<file path="src/rtl/pwrdn_pkg.sv">
package pwrdn_pkg;
    typedef enum logic [2:0] {
        ST_IDLE,
        ST_ENTRY,
        ST_DOWN,
        ST_SETTLE,
        ST_IRQ
    } pd_state_t;

    localparam int          ADDR_W    = 2;
    localparam logic [1:0]  ADDR_CTRL = 2'd0;
    localparam logic [1:0]  ADDR_MUX  = 2'd1;
    localparam logic [1:0]  ADDR_STAT = 2'd2;
    localparam int          REQ_BIT   = 7;
    localparam int          ACK_BIT   = 0;
    localparam logic [2:0]  SRC_HIGH  = 3'd4;
    localparam logic [2:0]  SRC_LOW   = 3'd6;
endpackage

</file>
<file path="src/rtl/tc_counter.sv">
module tc_counter #(
    parameter int LIMIT = 32
) (
    input  logic clk,
    input  logic rst_n,
    input  logic ce,
    input  logic clr,
    output logic tc
);
    localparam int W = $clog2(LIMIT);
    localparam logic [W-1:0] LAST = W'(LIMIT - 1);

    logic [W-1:0] cnt;

    always_ff @(posedge clk or negedge rst_n) begin
        if (!rst_n)
            cnt <= '0;
        else if (clr)
            cnt <= '0;
        else if (ce)
            cnt <= (cnt == LAST) ? '0 : cnt + 1'b1;
    end

    assign tc = ce && (cnt == LAST);
endmodule

</file>
<file path="src/rtl/wake_edge.sv">
module wake_edge #(
    parameter int N = 4
) (
    input  logic         clk,
    input  logic         rst_n,
    input  logic [N-1:0] wake_in,
    output logic         wake_rise
);
    logic [N-1:0] meta_q, sync_q, prev_q, rise;

    always_ff @(posedge clk or negedge rst_n) begin
        if (!rst_n) begin
            meta_q <= '0;
            sync_q <= '0;
            prev_q <= '0;
        end else begin
            meta_q <= wake_in;
            sync_q <= meta_q;
            prev_q <= sync_q;
        end
    end

    for (genvar i = 0; i < N; i++) begin : g_rise
        assign rise[i] = sync_q[i] & ~prev_q[i];
    end

    assign wake_rise = |rise;
endmodule

</file>
<file path="src/rtl/pwrdn_seq.sv">
module pwrdn_seq
    import pwrdn_pkg::*;
#(
    parameter int ENTRY_CYC  = 32,
    parameter int SETTLE_CYC = 512,
    parameter int NUM_WAKE   = 4
) (
    input  logic                clk,
    input  logic                rst_n,
    input  logic                wr_en,
    input  logic [ADDR_W-1:0]   wr_addr,
    input  logic [7:0]          wr_data,
    input  logic [NUM_WAKE-1:0] wake_in,
    input  logic                usr_pin,
    input  logic [2:0]          usr_src,
    output logic                pd_req,
    output logic                pd_out,
    output logic                int0_out
);
    pd_state_t state_q, state_d;
    logic      sel_q;
    logic      wake_rise, entry_tc, settle_tc;
    logic      req_wr, ack_wr, sel_wr;
    logic      wake_irq, usr_int;
    logic      unused_bits;

    assign unused_bits = ^wr_data[6:1];

    assign req_wr = wr_en && (wr_addr == ADDR_CTRL) && wr_data[REQ_BIT];
    assign ack_wr = wr_en && (wr_addr == ADDR_STAT) && wr_data[ACK_BIT];
    assign sel_wr = wr_en && (wr_addr == ADDR_MUX);

    wake_edge #(.N(NUM_WAKE)) u_wake (
        .clk       (clk),
        .rst_n     (rst_n),
        .wake_in   (wake_in),
        .wake_rise (wake_rise)
    );

    tc_counter #(.LIMIT(ENTRY_CYC)) u_entry_cnt (
        .clk   (clk),
        .rst_n (rst_n),
        .ce    (state_q == ST_ENTRY),
        .clr   (state_q != ST_ENTRY),
        .tc    (entry_tc)
    );

    tc_counter #(.LIMIT(SETTLE_CYC)) u_settle_cnt (
        .clk   (clk),
        .rst_n (rst_n),
        .ce    (state_q == ST_SETTLE),
        .clr   (state_q != ST_SETTLE),
        .tc    (settle_tc)
    );

    always_ff @(posedge clk or negedge rst_n) begin
        if (!rst_n) begin
            state_q <= ST_IDLE;
            sel_q   <= 1'b0;
        end else begin
            state_q <= state_d;
            if (sel_wr)
                sel_q <= wr_data[REQ_BIT];
        end
    end

    always_comb begin
        state_d = state_q;
        unique case (state_q)
            ST_IDLE:   if (req_wr)         state_d = ST_ENTRY;
            ST_ENTRY:  if (wake_rise)      state_d = ST_IDLE;
                       else if (entry_tc)  state_d = ST_DOWN;
            ST_DOWN:   if (wake_rise)      state_d = ST_SETTLE;
            ST_SETTLE: if (settle_tc)      state_d = ST_IRQ;
            ST_IRQ:    if (ack_wr)         state_d = ST_IDLE;
            default:                       state_d = ST_IDLE;
        endcase
    end

    always_comb begin
        pd_req   = (state_q == ST_ENTRY) || (state_q == ST_DOWN);
        pd_out   = (state_q == ST_DOWN);
        wake_irq = (state_q == ST_IRQ);
        usr_int  = (usr_src == SRC_HIGH) ?  usr_pin :
                   (usr_src == SRC_LOW)  ? ~usr_pin : 1'b0;
        int0_out = sel_q ? wake_irq : usr_int;
    end
endmodule

</file>
<file path="config.mk">
export PLATFORM = sky130hd
export DESIGN_NAME = pwrdn_seq
export DESIGN_NICKNAME = d
export VERILOG_FILES = /design/src/rtl/pwrdn_pkg.sv /design/src/rtl/tc_counter.sv /design/src/rtl/wake_edge.sv /design/src/rtl/pwrdn_seq.sv
export SDC_FILE = /design/constraint.sdc
export NUM_CORES = 1
export LEC_CHECK = 0
export BUFFER_PORTS_ARGS = -buffer_cell sky130_fd_sc_hd__buf_2
export CAP_MARGIN = 0
export CORE_MARGIN = 2
export CORE_UTILIZATION = 50
export CTS_CLUSTER_SIZE = 14
export DETAILED_ROUTE_END_ITERATION = 16
export GPL_ROUTABILITY_DRIVEN = 0
export PLACE_DENSITY = 0.71
export RECOVER_POWER = 50
export SLEW_MARGIN = 20
export SYNTH_ARGS = -nofsm -noshare
export SYNTH_HDL_FRONTEND = slang
export SYNTH_SLANG_ARGS = --single-unit
</file>
<file path="constraint.sdc">
create_clock -name clk -period 4.5 [get_ports clk]
set_input_delay 0.225 -clock clk [delete_from_list [all_inputs] [get_ports clk]]
set_output_delay 0.225 -clock clk [all_outputs]
set_load 0.03 [all_outputs]
</file>
---- Word level (Yosys, flattened, before mapping) ----
Index checks and enable logic that the tools add are counted.
storage, ports and cells
  word-level logic and storage cells ...... 65
  output and inout bits ................... 3
  register bits after elaboration ......... 30
operators by class
  bitwise operators ....................... 9
  multiplexer cells ....................... 16
  reduce and logical (&&, ||, !) cells .... 14
  eq/ne operators ......................... 17
  $add $sub $neg .......................... 2
operators with widths
  kind                   count
  $mux W9                3
  $mux W3                6
  $mux W5                3
  $pmux W3 S5            1
  $add A9 B1 Y9 const B  1
  $eq A3 B3 Y1 const B   3
  $eq A9 B9 Y1 const B   1
  $logic_and A1 B1 Y1    7
  $eq A3 B2 Y1 const B   2
  $ne A2 B2 Y1 const B   3
  $add A5 B1 Y5 const B  1
  $eq A5 B5 Y1 const B   1
  $not A1 Y1             5
  $reduce_and A5 Y1      1
  $and A1 B1 Y1          4
  $reduce_bool A2 Y1     2
  $reduce_or A4 Y1       1
  $eq A3 B1 Y1 const B   1
  $logic_not A3 Y1       1
  $mux W1                3
  $ne A3 B1 Y1 const B   1
  $ne A3 B2 Y1 const B   1
  $ne A3 B3 Y1 const B   1
  $eq A2 B1 Y1 const B   1
  4 further kinds        4

---- Logic depth before layout (Yosys ltp) ----
Gate-level depths: netlist of run 1.
  word-level depth ........................ 5
  depth in mapped cells ................... 8
  depth with buffers taken out ............ 8

---- Modules after synthesis ----
Synthesis of run 1 repeated with hierarchy kept, for this count alone.
second synthesis, totals
  cells, all modules ...................... 130
  area total of the unflattened synthesis .. 1,443.9 um^2
modules (own cells, without submodules)
  module                     cells each  sequential area each (um^2)  area each (um^2)  times used
  tc_counter (u_settle_cnt)  56          225.2                        524.3             1
  wake_edge                  17          300.3                        337.8             1
  pwrdn_seq                  31          100.1                        301.5             1
  tc_counter (u_entry_cnt)   26          125.1                        280.3             1

---- Least setup slack after synthesis of run 1 ----
OpenSTA, ideal clock, no wires.
  path type ............................... register to register
  from .................................... register u_settle_cnt.cnt[0]
  to ...................................... register u_settle_cnt.cnt[2]
  library setup time ...................... 0.069 ns
  period minus slack after synthesis ...... 1.567 ns
  arrival time ............................ 1.498 ns
  stages on the path, launching flop included .. 9
  slack ................................... 2.933 ns
  required time ........................... 4.431 ns
  cells stage by stage .................... dfrtp_1 -> ha_1 -> and3_1 -> and3_1 -> ha_1 -> inv_1 -> nand2b_4 -> buf_12 -> nor2_2
on the way
  word-level cells in the longest chain between the ends .. 4
  elaborated cells on any way between the ends .. 5
  classes of those cells .................. add/sub: 1; eq/ne: 1; mux: 3
RTL lines
  what                                           RTL line          RTL
  start: declaration                             tc_counter.sv:13  logic [W-1:0] cnt;
  start signal: assignment                       tc_counter.sv:21  cnt <= (cnt == LAST) ? '0 : cnt + 1'b1;
  $add A9 B1 Y9 or $eq A9 B9 Y1 (tied branches)  tc_counter.sv:21
  $mux W9 *                                      tc_counter.sv:21
  $mux W9 *                                      tc_counter.sv:20  else if (ce)
  $mux W9 *                                      tc_counter.sv:18  else if (clr)
Mark *: on every way between the ends. The rest lies on a longest branch, timed or not. The select of a mux whose other input is x is not followed.
A chain may end at the register's enable or synchronous reset.

==> flow_summary.toml, run 1 <==
[run_status]
status = "complete, but fails checks"
failed_checks = "capacitance limit, slew limit"

[timing]
maxSlewViolCount = 31
fin_setup_tns_ns = 0
hold_viol = 0
setup_ws_ns = 2.83
final-setup-viol-count = 0
period_minus_slack_ns = 1.67
layout_worst_path_cycle_share_pct = 37.2
fmax_mhz = 598
worst-slew-pin-transition_ns = 1.51
fin_skew_ns = 0.00625
rsz0062_at_grt = "false"
relSlewSlack_pct = -0.688

[drt]
final_antenna_net_count = 0
routed_wl_mm = 1.83
wl_per_cell_um = 11.3
first_pass_iters = 3
dr.first_iter.drc_count = 3
num_vias = 789
avgViaCountPerCell = 4.90
drc = 0

[finish]
n_fill_cell = 219
area_growth_pct = 15.1
layout_common_cells = "dfrtp_1 (30), buf_2 (16), nor2_1 (9)"
n_antenna_cell = 0
layout.nets = 155
final_common_cell = "dfrtp_1"
drive_gt1_share_pct = 28.2

[critical_path]
slowest_stage = "clkbuf_1"
end_kind = "asynchronous set/reset pin"
crit_arrival_ns = 1.85
worstPathMaxFanout = 30
critPathBufInv = 2
critPathMaxStageDelay_ns = 1.09
worstSetupPathType = "input port to asynchronous set/reset pin"
cpLargestDelayFamily = "buffers and inverters"
required_ns = 4.68
path_cells = "dlygate4sd3_1 > clkbuf_1"
critPathLaunchType = "input port"

[power]
power_leakage_nw = 0.722
power-per-cell-area_nw_per_um2 = 323
vdd_drop_max_mv = 0.237

[logic_synthesis]
syn_inst = 104
synth.distinct_cells = 26
synth-seq-cells = 30
postSynthNetCount = 129
yosysWarnings = 0
yosysSeqAreaShare_pct = 58.7
netlist_area_sq_um = 1280
avgSynthCellArea_sq_um = 12.3

[die]
die_h_um = 54.6
num_io_pins = 24
dieArea_sq_um = 2980
die_w_um = 54.6
row_count = 18
initial_utilization_pct = 52.1
core_sq_um = 2450

[global_routing]
gr-total-overflow = 0
grt_pass1_wl_mm = 3.31
grt_pass1_vias = 821
grt_max_degree = 31
grt_use_total_pct = 16.5
antenna_found_initial = 0

[clocking]
cts_sinks = 30
h-tree-depth = 2
clk_latency_ns = 0.32
post_cts_resized = 0
clock_path_buffers = 2
clk_pin_slew_ns = 0.10
postCtsSetupBuffers = 0
cts_inserted_buffers = 5
clockRootBuffer = "clkbuf_4"
cts_tree = "done"

[job]
drv_cap = 1

[min_path]
hp-class = "input port to flip-flop"

[placement]
dpl_worst_slack_ns = 2.86
numPortBuffers = 17
hpwl_mm = 1.30
path summary, 6_finish.rpt:
kind	from	to	slack, ns	depth (start not counted)
max in group clk	state_q[0]	int0_out	2.83	4
min reg2reg	u_wake.meta_q[2]	u_wake.sync_q[2]	0.36	0
max reg2reg	u_settle_cnt.cnt[0]	u_settle_cnt.cnt[4]	2.84	7
max	rst_n	u_settle_cnt.cnt[5]	2.83	2
min	wr_data[7]	sel_q	0.15	2
min in group asynchronous	rst_n	sel_q	0.79	2
power by group:
group | switching (W) | total, W | leakage [nW] | internal [W]
sequential | 0.00000445 | 0.000282 | 0.389 | 0.000277
combinational | 0.0000135 | 0.0000265 | 0.299 | 0.0000130
clock | 0.0000918 | 0.000167 | 0.0343 | 0.0000750
cell families after synthesis:
logic type      after synthesis  synth area share (%)
simple gates                 46                  21.6
flops                        30                  58.7
xor+xnor                     10                  6.85
buf+inv                       8                  4.79
compound gates                4                  2.06
fa+ha+maj                     4                  3.91
mux                           2                  2.05
layout make-up:
class	count	area, sq um	share of cell area [%]
flip-flops and latches	30	751	51.0
multi-input cells	66	467	31.7
repair buffers	22	134	9.10
inverters	5	18.8	1.28
clock inverters	2	12.5	0.850
clock buffers	6	51.3	3.49
well taps	30	37.5	2.55
metal layers:
| metal | GRT usage (%) | vias to the layer above | share of wire [%] |
|---|---|---|---|
| met5 | 0 | - | 0 |
| met4 | 8.75 | 0 | 2.0 |
| met3 | 6.56 | 5 | 3.9 |
| met2 | 27.5 | 14 | 48 |
| met1 | 18.0 | 374 | 46 |
| li1 | - | 396 | - |
sequential cells by signal, indices dropped and copies added, names as in the netlist:
register	count
u_wake.sync_q	4
u_settle_cnt.cnt	9
u_wake.prev_q	4
state_q	3
sel_q	1
u_wake.meta_q	4
u_entry_cnt.cnt	5
metrics by stage:
stage	total power [W]	instances	utilization [%]	instance area, sq um	hold slack [ns]
after global routing	0.000502	161	59.9	1470	0.145
after detailed placement	0.000311	148	55.4	1360	0.289
after global placement	0.000310	148	55.4	1360	0.275
after CTS	0.000484	161	60.0	1470	0.145
after floorplan	0.000297	104	-	1280	-0.0706
final	0.000475	161	59.9	1470	0.153
synthesized netlist by cell type:
library cell / n / share of area [%]
and2b_1: 1 / 0.59
and3_1: 7 / 3.4
buf_12: 1 / 1.6
buf_6: 2 / 1.8
dfrtp_1: 30 / 59
ha_1: 4 / 3.9
inv_1: 5 / 1.5
mux2_2: 1 / 0.88
mux2_4: 1 / 1.2
nand2_1: 3 / 0.88
nand2b_1: 3 / 1.5
nand2b_4: 1 / 1.1
nand3_1: 7 / 2.7
nand3_2: 1 / 0.78
nand3b_1: 3 / 1.8
nand3b_2: 1 / 0.88
nand4_1: 1 / 0.49
nor2_1: 9 / 2.6
nor2_2: 7 / 3.4
nor2b_1: 1 / 0.49
nor3b_2: 1 / 0.98
o2111ai_1: 1 / 0.69
o21ai_0: 2 / 0.78
o31ai_1: 1 / 0.59
xnor2_1: 5 / 3.4
xor2_1: 5 / 3.4
timing repair:
item / CTS / global route
setup endpoints to repair: 0 / 0
hold buffers: 5 / 0
endpoints found under the hold margin: 34 / 0
Power figures use the tool's default switching activity.
==> run 2, diff against run 1 <==
Clock period 4.5 ns to 1.6 ns, I/O delays scaled along.
==> flow_summary.toml, run 2 (synthesis results as in run 1) <==
[finish]
n_fill_cell = 218
largest-register = "u_settle_cnt.cnt"
area_growth_pct = 22.7
drive_gt1_share_pct = 37.2
largest_registers = "u_settle_cnt.cnt: 9 flops, u_entry_cnt.cnt: 5 flops"
largest_reg_flops = 9
n_antenna_cell = 0
final_common_cell = "dfrtp_1"
multi_input_area_sq_um = 503
fin_cells = 167
regArea_sq_um = 752
layout.nets = 161
layout_common_cells = "dfrtp_1 (29), buf_2 (16), nor2_2 (8), nor2_1 (8), nand3_1 (7)"
finish.utilization_pct = 63.9

[power]
vdd_drop_max_mv = 0.728
total_power_w = 0.00148
power_leakage_nw = 0.740
power-per-cell-area_nw_per_um2 = 941

[die]
core_sq_um = 2450
dieArea_sq_um = 2980
initial_utilization_pct = 52.1
die_w_um = 54.6
die_h_um = 54.6
row_count = 18
num_io_pins = 24

[drt]
avgViaCountPerCell = 5.01
dr.first_iter.drc_count = 10
drc = 0
first_pass_iters = 2
final_antenna_net_count = 0
routed_wl_mm = 2.06
wl_per_cell_um = 12.3
num_vias = 837

[timing]
period_minus_slack_ns = 1.52
setup_ws_ns = 0.0776
worst-slew-pin-transition_ns = 0.702
layout_worst_path_cycle_share_pct = 95.1
maxSlewViolCount = 0
hold_viol = 0
relSlewSlack_pct = 53.2
fmax_mhz = 657
fin_setup_tns_ns = 0
rsz0062_at_grt = "false"
fin_skew_ns = 0.00768
final-setup-viol-count = 0

[placement]
dpl_worst_slack_ns = 0.0160
hpwl_mm = 1.36
placed_cells = 151
numPortBuffers = 17

[critical_path]
slowest_stage = "dfrtp_1"
worstPathMaxFanout = 2
worstSetupPathType = "flip-flop to flip-flop"
end_kind = "flip-flop"
crit_arrival_ns = 1.79
path_cells = "ha_2 > and3_1 > ha_2 > nand3b_2 > mux2_4 > nand3_2"
cpMostUsedCell = "ha_2"
required_ns = 1.87
critPathLaunchType = "flip-flop"
critPathMaxStageDelay_ns = 0.41

[clocking]
cts_sinks = 30
h-tree-depth = 2
cts_tree = "done"
clock_path_buffers = 2
clockRootBuffer = "clkbuf_4"
cts_inserted_buffers = 5
clk_pin_slew_ns = 0.10
clk_latency_ns = 0.33

[global_routing]
grt_pass1_vias = 883
antenna_found_initial = 0
grt_pass1_wl_mm = 3.61
grt_max_degree = 31
grt_use_total_pct = 18.8
gr-total-overflow = 0

[job]
drv_cap = 0

[run_status]
status = "finished clean"

[min_path]
hp-class = "input port to flip-flop"
run 2: cell types whose count changed in the layout (fill, tap and decap cells not counted), sizes merged:
cell	change
buf	+4
clkbuf	-1
bufinv	+1
nand2b	+1
dlygate4sd3	+1
clkinvlp	+1
clkinv	-1
run 2: timing repair:
action | in CTS | in global routing
endpoints found under the setup margin | 4 | 6
cloned | 1 | 0
buffers inserted | 1 | 0
gates resized for setup | 2 | 7
hold endpoints to repair | 35 | 0
hold buffers | 6 | 0
run 2: critical path, delay by kind of cell, from the launching register on:
kind / cells / cell delay (ns)
adders and majority gates: 2 / 0.36
and+or+nand+nor: 3 / 0.43
DFF: 1 / 0.41
muxes: 1 / 0.28
run 2: layout make-up:
type,count,area share [%]
Multi-Input combinational cell,67,32.1
Clock buffer,5,2.39
Tap cell,30,2.39
Timing Repair Buffer,27,11.2
Sequential cell,30,47.9
Inverter,5,1.20
Clock inverter,3,2.87
run 2: final timing paths:
check                                    from               end  slack [ns]  depth (start not counted)
max                        u_entry_cnt.cnt[1]        state_q[0]        0.08                          6
min                                wr_data[0]        state_q[2]        0.08                          4
max reg2reg                u_entry_cnt.cnt[1]        state_q[0]        0.08                          6
min reg2reg                  u_wake.meta_q[0]  u_wake.sync_q[0]        0.36                          0
max in group asynchronous               rst_n        state_q[0]        0.79                          2
min in group asynchronous               rst_n             sel_q        0.31                          2
run 2: through the flow:
step / hold slack [ns] / instance area (sq um)
finish: 0.0829 / 1570
CTS: 0.0631 / 1540
global route: 0.111 / 1570
detailed placement: 0.144 / 1380
floorplan: -0.216 / 1280
global placement: 0.132 / 1380
run 2: where the power goes:
part	switching, W	total [W]	internal, W
sequential	0.0000124	0.000793	0.000780
clock	0.000275	0.000603	0.000328
combinational	0.0000391	0.0000806	0.0000415
total	0.000327	0.00148	0.00115
run 2: layer usage:
layer	track usage [%]	share of wire (%)	vias up
met1	19.7	43	406
met2	29.5	50	14
met5	0	0	-
met3	8.47	4.4	5
met4	13.8	3.0	0
li1	-	-	412
==> run 3, diff against run 2 <==
Settings changed: CORE_MARGIN 2 to 4.
==> flow_summary.toml, run 3 (synthesis results as in run 1) <==
[critical_path]
critPathLaunchType = "flip-flop"
worstPathMaxFanout = 2
startpoint = "u_settle_cnt.cnt[1]"
crit_arrival_ns = 1.80
end_kind = "flip-flop"
path_cells = "ha_2 > and3_1 > and3_1 > ha_2 > nand2_1 > nand2_1 > o31ai_2 > nor2b_1"
worstSetupPathType = "flip-flop to flip-flop"
critPathMaxStageDelay_ns = 0.39
r2r_start = "u_settle_cnt.cnt[1]"
required_ns = 1.87
slowest_stage = "dfrtp_1"

[global_routing]
antenna_found_initial = 0
grt_use_total_pct = 15.2
grt_pass1_wl_mm = 3.76
grt_max_degree = 31
gr-total-overflow = 0
grt_pass1_vias = 884

[drt]
first_pass_iters = 4
routed_wl_mm = 2.17
num_vias = 841
final_antenna_net_count = 0
wl_per_cell_um = 12.9
dr.first_iter.drc_count = 14
avgViaCountPerCell = 5.01
drc = 0

[die]
row_count = 18
dieArea_sq_um = 3430
core_sq_um = 2450
die_h_um = 58.6
die_w_um = 58.6
initial_utilization_pct = 52.1
num_io_pins = 24

[clocking]
cts_tree = "done"
clock_path_buffers = 2
cts_sinks = 30
cts_inserted_buffers = 5
clk_pin_slew_ns = 0.10
clockRootBuffer = "clkbuf_4"
h-tree-depth = 2
clk_latency_ns = 0.33

[power]
power_leakage_nw = 0.757
p_comb_share_pct = 5.7
sequentialPowerShare_pct = 53.8
sw_frac_of_total_pct = 21.9
p_sw_w = 0.000323
intPower_w = 0.00115
vdd_drop_max_mv = 0.819
p_clk_share_pct = 40.4
power-per-cell-area_nw_per_um2 = 937

[timing]
fin_skew_ns = 0.00417
period_minus_slack_ns = 1.53
worst-slew-pin-transition_ns = 0.714
final-setup-viol-count = 0
whs_ns = 0.0677
relSlewSlack_pct = 52.4
hold_viol = 0
fmax_mhz = 652
layout_worst_path_cycle_share_pct = 95.8
maxSlewViolCount = 0

[finish]
layout.nets = 162
fin_cells = 168
largest_registers = "u_settle_cnt.cnt: 9 flops, u_entry_cnt.cnt: 5 flops"
largest-register = "u_settle_cnt.cnt"
layout_common_cells = "dfrtp_1 (29), buf_2 (16), nor2_2 (9)"
fin_area_sq_um = 1570
final_common_cell = "dfrtp_1"
n_antenna_cell = 0
drive_gt1_share_pct = 37.7
largest_reg_flops = 9
area_growth_pct = 23.1

[min_path]
hp-class = "input port to flip-flop"
hold_start = "wr_data[0]"

[placement]
hpwl_mm = 1.45
dpl_cell_area_sq_um = 1380
numPortBuffers = 17
placed_cells = 151

[job]
drv_cap = 0

[run_status]
status = "finished clean"
## run 3: repair_timing
item                       CTS  global route
hold buffers                 6             0
cloned                       0             0
hold endpoints to repair    35             0
gates resized for setup      1             8
buffers inserted             1             2
setup endpoints to repair    2            13
pin swaps                    0             1
## run 3: area by class of cell
type                            count  area (sq um)
Sequential cell                    30           752
Clock inverter                      3          45.0
Fill cell                         207           881
Clock buffer                        5          37.5
Tap cell                           30          37.5
Multi-Input combinational cell     66           493
Inverter                            5          18.8
Timing Repair Buffer               29           190
## run 3: path summary, 6_finish.rpt
| check | slack, ns | end | cells past startpoint |
|---|---|---|---|
| setup / recovery | 0.07 | state_q[1] | 8 |
| hold reg to reg | 0.36 | u_wake.sync_q[2] | 0 |
| hold / removal | 0.07 | state_q[2] | 4 |
| setup reg to reg | 0.07 | state_q[1] | 8 |
| min in group asynchronous | 0.32 | u_entry_cnt.cnt[4] | 2 |
| max in group asynchronous | 0.78 | state_q[0] | 2 |
## run 3: per-layer routing
metal / up-vias / GRT usage (%) / part of all wire (%) / wire length [um]
met1: 412 / 16.5 / 40 / 878
met2: 15 / 25.0 / 52 / 1120
met4: 0 / 7.77 / 3.2 / 70
met5: - / 0 / 0 / 0
met3: 8 / 6.58 / 4.7 / 102
li1: 406 / - / - / -
## run 3: critical path, delay by kind of cell, from the launching register on
family	cells	cell delay [ns]
compound gates	1	0.08
fa+ha+maj	2	0.37
flops	1	0.39
simple gates	5	0.63
## run 3: through the flow
step                      setup TNS, ns  setup slack, ns  utilization (%)  power (W)
after CTS                             0          0.00804             62.5    0.00149
final                                 0           0.0666             64.1    0.00147
after floorplan                       0           0.0328                -   0.000836
after detailed placement              0           0.0159             56.3   0.000878
after global placement                0           0.0496             56.3   0.000873
after global routing            -0.0445          -0.0423             64.1    0.00156
## run 3: power groups by stage
stage,logic (W),clock network [W],registers (W)
floorplan,0.0000336,0,0.000802
global placement,0.0000667,0,0.000806
detailed placement,0.0000697,0,0.000809
CTS,0.0000827,0.000619,0.000793
global route,0.0000948,0.000664,0.000798
finish,0.0000843,0.000597,0.000794
